<file path="src/rtl/pport_pkg.sv">
`timescale 1ns/1ps
package pport_pkg;
  localparam int PW   = 8;
  localparam int HALF = PW / 2;
  localparam int NHS  = 2;

  localparam int A_INT = 3;
  localparam int A_STB = 4;
  localparam int A_BUF = 5;
  localparam int B_INT = 0;
  localparam int B_BUF = 1;
  localparam int B_STB = 2;

  typedef struct packed {
    logic [1:0] a_mode;
    logic       a_in;
    logic       cu_in;
    logic       b_mode;
    logic       b_in;
    logic       cl_in;
  } cfg_t;

  localparam cfg_t CFG_RST = '{a_mode: 2'b00, a_in: 1'b1, cu_in: 1'b1,
                               b_mode: 1'b0, b_in: 1'b1, cl_in: 1'b1};
endpackage

</file>
<file path="src/rtl/pport_cfg.sv">
`timescale 1ns/1ps
module pport_cfg import pport_pkg::*; (
  input  logic          clk,
  input  logic          rst_n,
  input  logic          ctrl_wr,
  input  logic          c_wr,
  input  logic [PW-1:0] wdata,
  output cfg_t          cfg,
  output logic [PW-1:0] c_latch,
  output logic          mode_set
);
  assign mode_set = ctrl_wr & wdata[PW-1];

  always_ff @(posedge clk or negedge rst_n) begin
    if (!rst_n) begin
      cfg     <= CFG_RST;
      c_latch <= '0;
    end else if (mode_set) begin
      cfg     <= cfg_t'(wdata[PW-2:0]);
      c_latch <= '0;
    end else if (ctrl_wr) begin
      c_latch[wdata[3:1]] <= wdata[0];
    end else if (c_wr) begin
      c_latch <= wdata;
    end
  end


  bit_op_chk: assert property (@(posedge clk) disable iff (!rst_n)
    (ctrl_wr && !wdata[PW-1]) |=> (c_latch[$past(wdata[3:1])] == $past(wdata[0])));


  mode_clear_chk: assert property (@(posedge clk) disable iff (!rst_n)
    mode_set |=> (c_latch == '0 && cfg == cfg_t'($past(wdata[PW-2:0]))));


  c_hold_chk: assert property (@(posedge clk) disable iff (!rst_n)
    !(ctrl_wr || c_wr) |=> ($stable(c_latch) && $stable(cfg)));
endmodule

</file>
<file path="src/rtl/pport_hs.sv">
`timescale 1ns/1ps
module pport_hs import pport_pkg::*; (
  input  logic          clk,
  input  logic          rst_n,
  input  logic          strobed,
  input  logic          is_in,
  input  logic          hs_n,
  input  logic [PW-1:0] pin,
  input  logic          rd_evt,
  input  logic          wr_evt,
  input  logic          clr,
  input  logic          inte,
  output logic [PW-1:0] in_data,
  output logic          buf_pin,
  output logic          intr
);
  logic ibf, obf_n, flag, hs_prev;
  logic hs_rise;

  assign hs_rise = !hs_prev && hs_n;

  always_ff @(posedge clk or negedge rst_n) begin
    if (!rst_n) begin
      in_data <= '0;
      ibf     <= 1'b0;
      obf_n   <= 1'b1;
      flag    <= 1'b0;
      hs_prev <= 1'b1;
    end else begin
      hs_prev <= hs_n;
      if (clr) begin
        ibf   <= 1'b0;
        obf_n <= 1'b1;
        flag  <= 1'b0;
      end else if (strobed && is_in) begin
        if (!hs_n) begin
          in_data <= pin;
          ibf     <= 1'b1;
        end else if (rd_evt) begin
          ibf  <= 1'b0;
          flag <= 1'b0;
        end else if (hs_rise && ibf) begin
          flag <= 1'b1;
        end
      end else if (strobed) begin
        if (wr_evt) begin
          obf_n <= 1'b0;
          flag  <= 1'b0;
        end else if (!hs_n) begin
          obf_n <= 1'b1;
        end else if (hs_rise) begin
          flag <= 1'b1;
        end
      end
    end
  end

  assign buf_pin = is_in ? ibf : obf_n;
  assign intr    = flag & inte;


  in_capture_chk: assert property (@(posedge clk) disable iff (!rst_n)
    (strobed && is_in && !hs_n && !clr) |=> (ibf && in_data == $past(pin)));


  read_clear_chk: assert property (@(posedge clk) disable iff (!rst_n)
    (strobed && is_in && hs_n && rd_evt && !clr) |=> (!ibf && !intr));


  obf_set_chk: assert property (@(posedge clk) disable iff (!rst_n)
    (strobed && !is_in && wr_evt && !clr) |=> (!obf_n && !flag));


  obf_clear_chk: assert property (@(posedge clk) disable iff (!rst_n)
    (strobed && !is_in && !hs_n && !wr_evt && !clr) |=> obf_n);


  flag_clear_chk: assert property (@(posedge clk) disable iff (!rst_n)
    clr |=> (!ibf && obf_n && !flag));


  plain_no_int_chk: assert property (@(posedge clk) disable iff (!rst_n)
    !strobed |-> !flag);
endmodule

</file>
<file path="src/rtl/pport.sv">
`timescale 1ns/1ps
module pport import pport_pkg::*; (
  input  logic          clk,
  input  logic          rst_n,
  input  logic          bus_sel,
  input  logic          bus_rd,
  input  logic          bus_wr,
  input  logic [1:0]    bus_addr,
  input  logic [PW-1:0] bus_wdata,
  output logic [PW-1:0] bus_rdata,
  input  logic [PW-1:0] pa_in,
  output logic [PW-1:0] pa_out,
  output logic [PW-1:0] pa_oe,
  input  logic [PW-1:0] pb_in,
  output logic [PW-1:0] pb_out,
  output logic [PW-1:0] pb_oe,
  input  logic [PW-1:0] pc_in,
  output logic [PW-1:0] pc_out,
  output logic [PW-1:0] pc_oe
);
  localparam logic [1:0] AD_A = 2'd0;
  localparam logic [1:0] AD_B = 2'd1;
  localparam logic [1:0] AD_C = 2'd2;
  localparam logic [1:0] AD_CTL = 2'd3;

  logic acc_wr, acc_rd, mode_set;
  cfg_t cfg;
  logic [PW-1:0] c_latch, la, lb, a_rd, b_rd, c_rd, dir_mask;

  assign acc_wr = bus_sel & bus_wr;
  assign acc_rd = bus_sel & bus_rd;

  pport_cfg u_cfg (
    .clk      (clk),
    .rst_n    (rst_n),
    .ctrl_wr  (acc_wr && bus_addr == AD_CTL),
    .c_wr     (acc_wr && bus_addr == AD_C),
    .wdata    (bus_wdata),
    .cfg      (cfg),
    .c_latch  (c_latch),
    .mode_set (mode_set)
  );

  always_ff @(posedge clk or negedge rst_n) begin
    if (!rst_n) begin
      la <= '0;
      lb <= '0;
    end else if (mode_set) begin
      la <= '0;
      lb <= '0;
    end else if (acc_wr && bus_addr == AD_A) begin
      la <= bus_wdata;
    end else if (acc_wr && bus_addr == AD_B) begin
      lb <= bus_wdata;
    end
  end

  logic [NHS-1:0] hs_str, hs_in, hs_pin_n, hs_rd, hs_wr, hs_inte, hs_buf, hs_intr;
  logic [PW-1:0]  hs_port [NHS];
  logic [PW-1:0]  hs_data [NHS];

  assign hs_str   = {cfg.b_mode, |cfg.a_mode};
  assign hs_in    = {cfg.b_in, cfg.a_in};
  assign hs_pin_n = {pc_in[B_STB], pc_in[A_STB]};
  assign hs_rd    = {acc_rd && bus_addr == AD_B, acc_rd && bus_addr == AD_A};
  assign hs_wr    = {acc_wr && bus_addr == AD_B, acc_wr && bus_addr == AD_A};
  assign hs_inte  = {c_latch[B_STB], c_latch[A_STB]};
  assign hs_port[0] = pa_in;
  assign hs_port[1] = pb_in;

  generate
    for (genvar g = 0; g < NHS; g++) begin : g_hs
      pport_hs u_hs (
        .clk     (clk),
        .rst_n   (rst_n),
        .strobed (hs_str[g]),
        .is_in   (hs_in[g]),
        .hs_n    (hs_pin_n[g]),
        .pin     (hs_port[g]),
        .rd_evt  (hs_rd[g]),
        .wr_evt  (hs_wr[g]),
        .clr     (mode_set),
        .inte    (hs_inte[g]),
        .in_data (hs_data[g]),
        .buf_pin (hs_buf[g]),
        .intr    (hs_intr[g])
      );
    end
  endgenerate

  assign pa_out = la;
  assign pa_oe  = {PW{!cfg.a_in}};
  assign pb_out = lb;
  assign pb_oe  = {PW{!cfg.b_in}};

  assign dir_mask = {{HALF{cfg.cu_in}}, {HALF{cfg.cl_in}}};

  always_comb begin
    pc_out = c_latch;
    pc_oe  = ~dir_mask;
    c_rd   = (pc_in & dir_mask) | (c_latch & ~dir_mask);
    if (hs_str[1]) begin
      pc_out[B_INT] = hs_intr[1];
      pc_out[B_BUF] = hs_buf[1];
      pc_oe[B_INT]  = 1'b1;
      pc_oe[B_BUF]  = 1'b1;
      pc_oe[B_STB]  = 1'b0;
      c_rd[B_INT]   = hs_intr[1];
      c_rd[B_BUF]   = hs_buf[1];
      c_rd[B_STB]   = c_latch[B_STB];
    end
    if (hs_str[0]) begin
      pc_out[A_INT] = hs_intr[0];
      pc_out[A_BUF] = hs_buf[0];
      pc_oe[A_INT]  = 1'b1;
      pc_oe[A_BUF]  = 1'b1;
      pc_oe[A_STB]  = 1'b0;
      c_rd[A_INT]   = hs_intr[0];
      c_rd[A_BUF]   = hs_buf[0];
      c_rd[A_STB]   = c_latch[A_STB];
    end
  end

  assign a_rd = (hs_str[0] && cfg.a_in) ? hs_data[0] : (cfg.a_in ? pa_in : la);
  assign b_rd = (hs_str[1] && cfg.b_in) ? hs_data[1] : (cfg.b_in ? pb_in : lb);

  always_comb begin
    bus_rdata = '0;
    if (acc_rd) begin
      case (bus_addr)
        AD_A:    bus_rdata = a_rd;
        AD_B:    bus_rdata = b_rd;
        AD_C:    bus_rdata = c_rd;
        default: bus_rdata = {1'b1, cfg};
      endcase
    end
  end


  port_clear_chk: assert property (@(posedge clk) disable iff (!rst_n)
    mode_set |=> (pa_out == '0 && pb_out == '0));


  port_hold_chk: assert property (@(posedge clk) disable iff (!rst_n)
    !acc_wr |=> ($stable(pa_out) && $stable(pb_out) && $stable(pa_oe) && $stable(pb_oe)));


  a_pins_chk: assert property (@(posedge clk) disable iff (!rst_n)
    (cfg.a_mode != 2'b00) |-> (pc_oe[A_INT] && pc_oe[A_BUF] && !pc_oe[A_STB]));


  b_pins_chk: assert property (@(posedge clk) disable iff (!rst_n)
    cfg.b_mode |-> (pc_oe[B_INT] && pc_oe[B_BUF] && !pc_oe[B_STB]));


  ctl_read_chk: assert property (@(posedge clk) disable iff (!rst_n)
    (acc_rd && bus_addr == AD_CTL) |-> bus_rdata[PW-1]);


  idle_rdata_chk: assert property (@(posedge clk) disable iff (!rst_n)
    !acc_rd |-> (bus_rdata == '0));
endmodule

</file>
<file path="config.mk">
export PLATFORM = sky130hd
export DESIGN_NAME = pport
export DESIGN_NICKNAME = d
export VERILOG_FILES = /design/src/rtl/pport_pkg.sv /design/src/rtl/pport_cfg.sv /design/src/rtl/pport_hs.sv /design/src/rtl/pport.sv
export SDC_FILE = /design/constraint.sdc
export NUM_CORES = 1
export LEC_CHECK = 0
export BUFFER_PORTS_ARGS = -buffer_cell sky130_fd_sc_hd__buf_2
export CAP_MARGIN = 20
export CORE_MARGIN = 1.5
export CORE_UTILIZATION = 49
export CTS_BUF_LIST = sky130_fd_sc_hd__clkbuf_8
export CTS_CLUSTER_SIZE = 40
export DETAILED_ROUTE_END_ITERATION = 8
export GPL_ROUTABILITY_DRIVEN = 0
export GPL_TIMING_DRIVEN = 0
export PLACE_DENSITY_LB_ADDON = 0.08
export SYNTH_ARGS = -nofsm -noshare
export SYNTH_HDL_FRONTEND = slang
export SYNTH_SLANG_ARGS = --single-unit
</file>
<file path="constraint.sdc">
create_clock -name clk -period 1.88 [get_ports clk]
set_clock_uncertainty 0.1 [all_clocks]
set_input_delay 0.094 -clock clk [delete_from_list [all_inputs] [get_ports clk]]
set_output_delay 0.094 -clock clk [all_outputs]
set_load 0.01 [all_outputs]
</file>
==> key figures <==
Die
  • Die span in x: 87.2 um
  • Die H: 87.2 um
  • # IOs: 95
  • Die ar.: 7610 sq um
  • Initial Utilization: 50.9%
  • Core ar.: 6830 sq um
  • Rows: 30

Logic synthesis
  • Cell Area, Synth: 3480 sq um
  • Post-synth top area cell: dfrtp_1
  • Post-synthesis instance total: 394
  • Count leader, synth: nand2_1
  • Post-synth ARST share: 100%
  • Seq/Total Area, Yosys: 39.9%
  • Yosys cell types: 57
  • Synth Flop Type: dfrtp_1
  • Top cells by area, synth: dfrtp_1 (34%), nand2_1 (7.4%), mux2_2 (6.2%)
  • Syn Area/Cell: 8.83 sq um
  • Yosys warnings: 0
  • Post-synth top area share: 33.8%
  • Synthesized Nets: 433
  • Register bit total from synthesis: 55
  • Post-synth top cells: nand2_1 (69), dfrtp_1 (47), a21oi_1 (33)
  • Post-synth EDFFs: 0

Drt
  • Vias post-DR: 3690
  • Metal2 WL: 5.32 mm
  • First DRT Iteration DRCs: 385
  • Top sig layer: met4
  • Routed vias/inst: 5.80
  • TritonRoute pass-1 iters: 5
  • Detail Route Antenna Nets: 0
  • DR DRC count: 0
  • Detailed Route WL: 11.7 mm
  • WL met3: 1.03 mm
  • Met1 Wirelength: 4.93 mm
  • Routed WL per cell: 18.3 um

Place
  • Port bufs: 93
  • HPWL after DPL: 7.99 mm
  • Post-Place Cells: 584
  • Area post-placement: 4080 sq um

Timing
  • Peak Freq: 441 MHz
  • Setup WS post-layout: -388 ps
  • Final setup fails: 9
  • Post-route setup TNS: -2200 ps
  • RSZ-0062 raised after global routing: yes
  • Tightest Pin Transition: 700 ps
  • Tmin final: 2270 ps
  • Period utilization: 121%
  • Final Max Tran Viols: 0
  • Slew HR: 53.4%
  • Final Hold Viols: 0

Finish
  • Layout cells sized above 1: 41.1%
  • Syn-to-layout area delta: 39.2%
  • Design area: 4840 sq um
  • Fin util: 70.8%
  • Antenna Cells: 0
  • # nets final: 578
  • Layout Cells excl Fill: 636

Critical path
  • Critical path fanouts, max: 7
  • Worst setup path class: register to output pin
  • Worst Path Arrival: 2070 ps
  • R2R Path Start: u_cfg.cfg[4]$_DFFE_PN1P_
  • Crit. End Element: output pin
  • Reg2reg setup slack: 10 ps
  • Worst Setup Start Kind: register
  • R2R depth: 6
  • CP Data Required Time: 1690 ps
  • R2R Path End: g_hs[0].u_hs.in_data[7]$_DFFE_PN0P_

Power
  • Power, Total: 0.00502 W
  • Peak supply drop: 0.000451 V
  • Cell Pwr Density: 1040 nW/um^2
  • Pleak: 2.26 nW

Clock network
  • Deepest clock path buffer count: 2
  • Clk sink count: 55
  • TritonCTS clock tree: done
  • Clock Latency Late Sink: 320 ps
  • Worst-path clk slew: 110 ps
  • CTS root buffer: clkbuf_8
  • TritonCTS Buffers: 5
  • H-tree depth: 2

Global route
  • Largest net degree at the start of global routing: 29
  • Initial antenna violation count: 0
  • Global Route Usage Sum: 30.7%
  • Vias in the first global route: 3482
  • First-pass GRT wire length: 17.7 mm
  • GR Overflow Total: 0

Hold path
  • Hold path start: bus_wdata[7]
  • Hold Path Sink: pb_out[7]$_DFFE_PN0P_
  • Hold Path Stages: 3
  • Worst min path class: input pin to register

Run
  • Maxcap violations: 0

Outcome
  • Outcome: finished with violations
  • Failing checks: negative setup slack
==> sequential cells by signal (all words and copies together), names as in the netlist <==
register / count
u_cfg.cfg: 7
g_hs.u_hs.in_data: 16
u_cfg.c_latch: 8
g_hs.u_hs.ibf: 2
pb_out: 8
g_hs.u_hs.obf_n: 2
pa_out: 8
g_hs.u_hs.hs_prev: 2
g_hs.u_hs.flag: 2
==> worst max-delay path by stage <==
| stage | depth (start not counted) | startpoint | endpoint | slack [ps] |
|---|---|---|---|---|
| global route | 6 | u_cfg.cfg[5]$_DFFE_PN0P_ | bus_rdata[7] | -440 |
| CTS | 6 | u_cfg.cfg[6]$_DFFE_PN0P_ | bus_rdata[5] | -380 |
| global placement | 6 | u_cfg.cfg[0]$_DFFE_PN1P_ | bus_rdata[3] | -260 |
| floorplan | 5 | u_cfg.cfg[0]$_DFFE_PN1P_ | bus_rdata[3] | 50 |
| detailed placement | 6 | u_cfg.cfg[0]$_DFFE_PN1P_ | bus_rdata[3] | -260 |
| finish | 6 | u_cfg.cfg[5]$_DFFE_PN0P_ | bus_rdata[7] | -390 |
==> repair_timing <==
action,CTS,global route
setup buffers,18,4
hold buffers,23,0
endpoints found under the setup margin,21,18
cloned,0,1
endpoints found under the hold margin,53,0
resized for setup,39,17
pin swaps,15,4
==> critical path, cell delays in order, from the launching register on <==
cell      delay, ps
dfrtp_1         410
buf_6           140
or3b_4          400
a311oi_4        310
nor3_2           80
a311oi_2        220
buf_2           180
==> kinds of logic after synthesis <==
kind of cell    synth area share, %
mux                            10.3
simple gates                   19.0
buf+inv                        9.28
compound gates                 21.6
flops                          39.9
==> stage by stage <==
step | hold WS (ps) | worst slack [ps]
floorplan | -302 | 50.0
global placement | 154 | -258
detailed placement | 68.3 | -257
CTS | 1.86 | -376
global route | 6.08 | -437
finish | 4.01 | -388
==> area by class of cell <==
class                      instances  area [sq um]
multi-input combinational        284          1910
timing repair buffer             140           913
sequential                        55          1390
clock inverter                     3          47.5
inverter                           7          37.5
buffer                            46           353
tap                               96           120
fill                             546          1990
clock buffer                       5          68.8
==> cell usage in the layout, fill, tap and decap left out, types with 3 or more instances in the layout <==
| master | n |
|---|---|
| buf_6 | 11 |
| nand2_1 | 69 |
| a211oi_1 | 5 |
| or3_1 | 3 |
| mux2_4 | 10 |
| dfrtp_1 | 47 |
| and3_1 | 4 |
| a22o_1 | 5 |
| nor2_1 | 25 |
| a21o_1 | 3 |
| a21oi_1 | 33 |
| buf_4 | 40 |
| nor2_4 | 3 |
| nand2b_1 | 4 |
| nor3_1 | 3 |
| clkbuf_1 | 5 |
| a31oi_1 | 7 |
| clkbuf_8 | 7 |
| dfstp_2 | 8 |
| inv_1 | 5 |
| mux2_2 | 11 |
| o31ai_1 | 3 |
| mux2i_1 | 11 |
| o21bai_1 | 4 |
| dlygate4sd3_1 | 23 |
| nand3_1 | 8 |
| o21ai_0 | 26 |
| a311oi_2 | 3 |
| buf_2 | 102 |
==> routing by layer <==
metal,vias to the layer above,global-route usage (%)
met5,-,0
met4,0,12.6
met3,39,5.50
met2,206,48.0
met1,1766,42.2
li1,1679,-
==> power breakdown <==
part | total, W | switching [W] | leakage [nW] | internal (W)
clock | 0.000843 | 0.000439 | 0.0587 | 0.000405
sequential | 0.00186 | 0.000305 | 0.659 | 0.00156
combinational | 0.00232 | 0.00111 | 1.54 | 0.00120
total | 0.00502 | 0.00186 | 2.26 | 0.00317
(Power assumes the default switching activity.)
